$ cat config.mk
export PLATFORM = sky130hd
export DESIGN_NAME = xbus_stretch_ctrl
export DESIGN_NICKNAME = d
export VERILOG_FILES = /design/src/rtl/xbs_pkg.sv /design/src/rtl/xbs_ctrl_reg.sv /design/src/rtl/xbs_src_mux.sv /design/src/rtl/xbs_seq.sv /design/src/rtl/xbus_stretch_ctrl.sv
export SDC_FILE = /design/constraint.sdc
export NUM_CORES = 1
export LEC_CHECK = 0
export BUFFER_PORTS_ARGS = -buffer_cell sky130_fd_sc_hd__buf_2
export CORE_ASPECT_RATIO = 0.8
export CORE_MARGIN = 2
export CORE_UTILIZATION = 35
export CTS_BUF_LIST = sky130_fd_sc_hd__clkbuf_2 sky130_fd_sc_hd__clkbuf_4 sky130_fd_sc_hd__clkbuf_8
export CTS_CLUSTER_DIAMETER = 60
export DETAILED_ROUTE_END_ITERATION = 6
export SLEW_MARGIN = 0
export SYNTH_ARGS = -nofsm -noshare
export SYNTH_HDL_FRONTEND = slang
export SYNTH_SLANG_ARGS = --single-unit
$ cat constraint.sdc
create_clock -name clk -period 1.7 [get_ports clk]
set_input_delay 0.085 -clock clk [delete_from_list [all_inputs] [get_ports clk]]
set_output_delay 0.085 -clock clk [all_outputs]
set_load 0.02 [all_outputs]
$ cat src/rtl/xbs_pkg.sv
package xbs_pkg;

    typedef enum logic [2:0] {
        ST_IDLE,
        ST_BASE,
        ST_COUNT,
        ST_WAITPIN,
        ST_DONE
    } seq_state_t;

    typedef enum logic [1:0] {
        SRC_OFF     = 2'b00,
        SRC_CNT_A   = 2'b01,
        SRC_CNT_B   = 2'b10,
        SRC_WAITPIN = 2'b11
    } src_sel_t;

    typedef enum logic [1:0] {
        KIND_NONE,
        KIND_COUNT,
        KIND_WAIT
    } stretch_kind_t;

    function automatic logic mode_is_expanded(input logic [1:0] mode);
        return mode[0];
    endfunction

    function automatic logic mode_is_emulation(input logic [1:0] mode);
        return mode[1];
    endfunction

endpackage

$ cat src/rtl/xbs_ctrl_reg.sv
module xbs_ctrl_reg #(
    parameter int CNT_W = 3,
    localparam int REG_W = 2 * (CNT_W + 1)
) (
    input  logic             clk,
    input  logic             rst_n,
    input  logic             wr,
    input  logic [REG_W-1:0] wdata,
    input  logic             emul,
    input  logic [REG_W-1:0] ext_rdata,
    output logic [REG_W-1:0] rdata,
    output logic             ext_wr,
    output logic [REG_W-1:0] ext_wdata,
    output logic [CNT_W-1:0] cnt_a,
    output logic [CNT_W-1:0] cnt_b
);
    localparam int HI_LSB = CNT_W + 1;

    logic [CNT_W-1:0] cnt_a_q, cnt_b_q;

    always_ff @(posedge clk or negedge rst_n) begin
        if (!rst_n) begin
            cnt_a_q <= '1;
            cnt_b_q <= '1;
        end else if (wr) begin
            cnt_a_q <= wdata[CNT_W-1:0];
            cnt_b_q <= wdata[HI_LSB +: CNT_W];
        end
    end

    always_comb begin
        rdata     = emul ? ext_rdata : {1'b0, cnt_b_q, 1'b0, cnt_a_q};
        ext_wr    = wr && emul;
        ext_wdata = wdata;
        cnt_a     = cnt_a_q;
        cnt_b     = cnt_b_q;
    end

endmodule

$ cat src/rtl/xbs_src_mux.sv
module xbs_src_mux
    import xbs_pkg::*;
#(
    parameter int NUM_CS = 4,
    parameter int CNT_W  = 3,
    localparam int IDX_W = (NUM_CS > 1) ? $clog2(NUM_CS) : 1
) (
    input  logic [2*NUM_CS-1:0] cs_cfg,
    input  logic [IDX_W-1:0]    idx,
    input  logic [CNT_W-1:0]    cnt_a,
    input  logic [CNT_W-1:0]    cnt_b,
    input  logic                expanded,
    output logic                sel_enabled,
    output stretch_kind_t       sel_kind,
    output logic [CNT_W-1:0]    sel_count
);
    logic          line_en    [NUM_CS];
    stretch_kind_t line_kind  [NUM_CS];
    logic [CNT_W-1:0] line_cnt [NUM_CS];

    for (genvar i = 0; i < NUM_CS; i++) begin : g_line
        src_sel_t code;
        assign code = src_sel_t'(cs_cfg[2*i +: 2]);
        always_comb begin
            line_en[i]   = (code != SRC_OFF);
            line_kind[i] = KIND_NONE;
            line_cnt[i]  = '0;
            if (expanded) begin
                unique case (code)
                    SRC_OFF:     line_kind[i] = KIND_NONE;
                    SRC_CNT_A: begin
                        line_kind[i] = KIND_COUNT;
                        line_cnt[i]  = cnt_a;
                    end
                    SRC_CNT_B: begin
                        line_kind[i] = KIND_COUNT;
                        line_cnt[i]  = cnt_b;
                    end
                    SRC_WAITPIN: line_kind[i] = KIND_WAIT;
                endcase
            end
        end
    end

    always_comb begin
        sel_enabled = 1'b0;
        sel_kind    = KIND_NONE;
        sel_count   = '0;
        for (int i = 0; i < NUM_CS; i++) begin
            if (idx == IDX_W'(i)) begin
                sel_enabled = line_en[i];
                sel_kind    = line_kind[i];
                sel_count   = line_cnt[i];
            end
        end
    end

endmodule

$ cat src/rtl/xbs_seq.sv
module xbs_seq
    import xbs_pkg::*;
#(
    parameter int NUM_CS     = 4,
    parameter int CNT_W      = 3,
    parameter int WAIT_FLOOR = 2,
    localparam int IDX_W   = (NUM_CS > 1) ? $clog2(NUM_CS) : 1,
    localparam int FLOOR_W = $clog2(WAIT_FLOOR + 1),
    localparam int CW      = (CNT_W > FLOOR_W) ? CNT_W : FLOOR_W
) (
    input  logic              clk,
    input  logic              rst_n,
    input  logic              acc_start,
    input  logic [IDX_W-1:0]  idx,
    input  logic              enabled,
    input  stretch_kind_t     kind,
    input  logic [CNT_W-1:0]  count,
    input  logic              wait_n,
    output logic [NUM_CS-1:0] cs_en,
    output logic              bus_ready,
    output logic              busy
);
    seq_state_t       state_q, state_d;
    logic [IDX_W-1:0] act_idx_q;
    logic             act_en_q;
    stretch_kind_t    act_kind_q;
    logic [CW-1:0]    cnt_q, cnt_d;
    logic             take;

    assign take = (state_q == ST_IDLE) && acc_start;

    // state register and access latch
    always_ff @(posedge clk or negedge rst_n) begin
        if (!rst_n) begin
            state_q    <= ST_IDLE;
            act_idx_q  <= '0;
            act_en_q   <= 1'b0;
            act_kind_q <= KIND_NONE;
            cnt_q      <= '0;
        end else begin
            state_q <= state_d;
            cnt_q   <= cnt_d;
            if (take) begin
                act_idx_q  <= idx;
                act_en_q   <= enabled;
                act_kind_q <= kind;
            end
        end
    end

    // next state and stretch counter
    always_comb begin
        state_d = state_q;
        cnt_d   = cnt_q;
        unique case (state_q)
            ST_IDLE: begin
                if (acc_start) begin
                    state_d = ST_BASE;
                    cnt_d   = (kind == KIND_WAIT) ? CW'(WAIT_FLOOR) : CW'(count);
                end
            end
            ST_BASE: begin
                unique case (act_kind_q)
                    KIND_COUNT: state_d = (cnt_q == '0) ? ST_DONE : ST_COUNT;
                    KIND_WAIT:  state_d = ST_WAITPIN;
                    default:    state_d = ST_DONE;
                endcase
            end
            ST_COUNT: begin
                cnt_d = cnt_q - 1'b1;
                if (cnt_q <= CW'(1)) state_d = ST_DONE;
            end
            ST_WAITPIN: begin
                if (cnt_q > CW'(1)) cnt_d = cnt_q - 1'b1;
                else if (wait_n)    state_d = ST_DONE;
            end
            ST_DONE: state_d = ST_IDLE;
            default: state_d = ST_IDLE;
        endcase
    end

    // outputs
    always_comb begin
        busy      = (state_q != ST_IDLE);
        bus_ready = (state_q == ST_DONE);
        for (int i = 0; i < NUM_CS; i++) begin
            cs_en[i] = busy && act_en_q && (act_idx_q == IDX_W'(i));
        end
    end

endmodule

$ cat src/rtl/xbus_stretch_ctrl.sv
module xbus_stretch_ctrl
    import xbs_pkg::*;
#(
    parameter int NUM_CS     = 4,
    parameter int CNT_W      = 3,
    parameter int WAIT_FLOOR = 2,
    localparam int IDX_W = (NUM_CS > 1) ? $clog2(NUM_CS) : 1,
    localparam int REG_W = 2 * (CNT_W + 1)
) (
    input  logic                clk,
    input  logic                rst_n,
    input  logic                reg_wr,
    input  logic [REG_W-1:0]    reg_wdata,
    output logic [REG_W-1:0]    reg_rdata,
    input  logic [REG_W-1:0]    ext_rdata,
    output logic                ext_wr,
    output logic [REG_W-1:0]    ext_wdata,
    input  logic [2*NUM_CS-1:0] cs_cfg,
    input  logic [1:0]          op_mode,
    input  logic                acc_start,
    input  logic [IDX_W-1:0]    acc_cs_idx,
    input  logic                wait_n,
    output logic [NUM_CS-1:0]   cs_en,
    output logic                bus_ready
);
    logic [CNT_W-1:0] cnt_a, cnt_b, sel_count;
    logic             sel_enabled, seq_busy;
    stretch_kind_t    sel_kind;

    xbs_ctrl_reg #(.CNT_W(CNT_W)) u_reg (
        .clk       (clk),
        .rst_n     (rst_n),
        .wr        (reg_wr),
        .wdata     (reg_wdata),
        .emul      (mode_is_emulation(op_mode)),
        .ext_rdata (ext_rdata),
        .rdata     (reg_rdata),
        .ext_wr    (ext_wr),
        .ext_wdata (ext_wdata),
        .cnt_a     (cnt_a),
        .cnt_b     (cnt_b)
    );

    xbs_src_mux #(.NUM_CS(NUM_CS), .CNT_W(CNT_W)) u_mux (
        .cs_cfg      (cs_cfg),
        .idx         (acc_cs_idx),
        .cnt_a       (cnt_a),
        .cnt_b       (cnt_b),
        .expanded    (mode_is_expanded(op_mode)),
        .sel_enabled (sel_enabled),
        .sel_kind    (sel_kind),
        .sel_count   (sel_count)
    );

    xbs_seq #(.NUM_CS(NUM_CS), .CNT_W(CNT_W), .WAIT_FLOOR(WAIT_FLOOR)) u_seq (
        .clk       (clk),
        .rst_n     (rst_n),
        .acc_start (acc_start),
        .idx       (acc_cs_idx),
        .enabled   (sel_enabled),
        .kind      (sel_kind),
        .count     (sel_count),
        .wait_n    (wait_n),
        .cs_en     (cs_en),
        .bus_ready (bus_ready),
        .busy      (seq_busy)
    );

endmodule

==> impl_results.md <==
- Vias: 1,318
- Worst Skew: approximately 0.0036 ns
- Synth top cells by count: ha_1, inv_1, mux2_2, a22oi_1, dfrtp_1
- Syn_nets: 218
- Critical R2R Capture: u_seq.cnt_q[1]
- Share of layout cells above drive strength 1: 0.394
- Crit path DAT: 1.70 ns
- Vias in the first global route: 1,252
- RR Startpoint: u_seq.cnt_q[1]
- Register-to-register setup slack: roughly 0.12 ns
- Worst R2R Path Depth: 6
- Io pins: 55
- Die height: 64.3 um
- Post-CTS Resized: 0
- CP Cell Sequence: inv_1 -> ha_1 -> o21ba_2 -> o311a_2 -> o22ai_1 -> o221ai_1
- Synthesized flop and latch total: 17
- Initial antenna violation count: 0
- Post-Synthesis Cells: 164
- Crit path launch type: flop
- Yosys warns: 0
- Gr usage total: 0.141
- Die Width: 79.3 um
- Post-CTS setup buffers: 0
- Top cells by area, synth: dfrtp_1, ha_1, dfstp_2
- Crit Path Class: flop to flop
- Slowest cell on crit path: dfrtp_1
- Unrepaired setup endpoints after global routing: no
- Cell taking the most area after synthesis: dfrtp_1
- Syn-to-layout area delta: 19.5%
- Core area: 4280 um^2
- CP Depth: 6
- Ys flop type: dfrtp_1
- Layout Utilization: 0.443
- Number of buffers and inverters on the critical path: 1
- Final setup margin: around 0.12 ns
- Status: completed
- Crit-path max cell delay: 0.40 ns
- CTS tree: built
- Multi-input logic area: 1010 um^2
- Clock Sinks: 17
- Drt initial violations: 47
- Layout net count: 263
- # setup viols final: 0
- Netlist cell types: 41
- GPL Wtd Cong: 0.850
- CTS max path bufs: 2
- CP endpoint kind: flop
- Worst-margin pin slew: approximately 0.38 ns
- Via density: 4.97
- Placed Cells: 260
- Critical path startpoint: u_seq.cnt_q[1]
- Synth Cell Area: 1590 um^2
- Largest net degree at the start of global routing: 18
- Antenna Nets Post-Route: 0
- CP required: 1.82 ns
- Pleak: 0.902 nW
- Setup crit end: u_seq.cnt_q[1]
- Grt ovf: 0
- Drt drc: 0
- Period utilisation layout: 0.930
- Yosys top cell area share: 0.173
- Peak VDD IR: 0.000548 V
- Ant diodes: 0
- FF+latch area: approximately 430 um^2
- Detailed placer's ending HPWL: 2.77 mm
- Pre-CTS WS: approximately 0.12 ns
- Post-synthesis sequential area ratio: 0.272
- Worst Hold Class: input pin to flop
- WL/cell: about 13 um
- Fin. max-slew vios: 0
- Clk slew on worst S/H paths: 0.06 ns
- Count leader, synth: ha_1
- MaxCap Viol Count: 0
- Root Buffer: clkbuf_8
- First-pass DRT Iterations: 4
- Pwr per Cell Area: roughly 1000 nW/um^2
- Post-CTS Hold Buffers: 1
- Fillers: 421
- CTS Buf Count: 3
- Setup_tns: 0 ns
- Initial Utilization: 0.371
- Final wirelength: 3.51 mm
- Syn avg cell area: between 9 and 10 um^2
- Slew headroom: 0.746
- CTS HTree Levels: 1
- Post-synth EDFFs: 0
- Async SR Flop Fraction: 1.00
- Fmax: 632 MHz
- Die area: just over 5000 um^2
- Post-route minimum period: 1.58 ns
- IO Port Bufs: 50
- Fin cells: 265
- Worst hold stages: 2
- CP max FO: 4
- # rows: 21
- Later-pin clock latency in the skew report: between 0.2 and 0.3 ns
- Hold Vio Cnt, Final: 0
- CP top delay family: compound AO/OA/AOI/OAI gates
- First-pass GRT wire length: 5.78 mm
## metrics by stage
| step | power [mW] | hold WS [ns] | area (um^2) |
|---|---|---|---|
| 6_report | 1.98 | 0.0853 | 1900 |
| 5_1_grt | 2.15 | 0.0841 | 1900 |
| 4_1_cts | 2.00 | 0.0790 | 1900 |
| 3_5_place_dp | 1.67 | 0.0258 | 1840 |
| 3_3_place_gp | 1.68 | 0.0268 | 1840 |
| 2_1_floorplan | 1.42 | -0.211 | 1590 |
## cells in the final DEF (no fill, tap or decap), types with 3 or more instances in the layout
cell type	Yosys	final
clkbuf_8	0	3
nand2b_1	6	6
ha_1	21	21
buf_4	10	3
mux2_2	14	14
a22oi_1	12	12
dfstp_2	6	6
o22ai_1	7	7
buf_2	2	50
a21oi_1	5	5
and2_1	4	4
nor2_1	8	8
inv_1	14	14
o221ai_1	3	3
nand2_1	5	5
dfrtp_1	11	11
mux2i_1	4	4
## layout make-up
type                            count  area share
Clock buffer                        4      0.0257
Inverter                           14      0.0277
Multi-Input combinational cell    119       0.532
Sequential cell                    17       0.228
Tap cell                           57      0.0375
Timing Repair Buffer               54       0.149
## per-layer routing
layer	up-vias	wire length (um)	GRT usage
li1	681	-	-
met1	585	1900	0.214
met2	52	1350	0.215
met3	0	254	0.0353
met4	0	0	0
met5	-	0	0
## sequential cells by signal, summed over array words and instances (netlist names)
name and cells:
u_reg.cnt_a 3, u_seq.act_en_q 1, u_seq.state_q 3, u_seq.act_kind_q 2, u_seq.act_idx_q 2, u_reg.cnt_b 3
u_seq.cnt_q 3
## power breakdown
part           switching (mW)  internal [mW]
registers               0.150          0.546
logic                   0.502          0.469
clock network           0.131          0.182
total                   0.783           1.20
## worst register-to-register path, cell delays in order (launching register included)
cell and delay [ns]:
dfrtp_1 0.40, inv_1 0.13, ha_1 0.17, o21ba_2 0.17
o311a_2 0.34, o22ai_1 0.14, o221ai_1 0.12
## worst min path at each step
stage,start,to,slack [ns]
finish,reg_wdata[1],u_reg.cnt_a[1],0.09
global route,reg_wdata[0],u_reg.cnt_a[0],0.08
CTS,reg_wdata[1],u_reg.cnt_a[1],0.08
detailed placement,rst_n,u_seq.act_idx_q[1],0.03
global placement,rst_n,u_seq.act_idx_q[1],0.03
floorplan,rst_n,u_seq.act_en_q,-0.21
## cells by family after synthesis
kind of cell	Yosys count	share of synthesized area
buffers and inverters	28	0.0913
muxes	19	0.139
AOI/OAI and AO/OA	40	0.187
DFF	17	0.272
adders and majority gates	21	0.165
xor gates and xnor gates	1	0.00551
and+or+nand+nor	38	0.140
No activity file was read; power rests on OpenSTA's default activity.
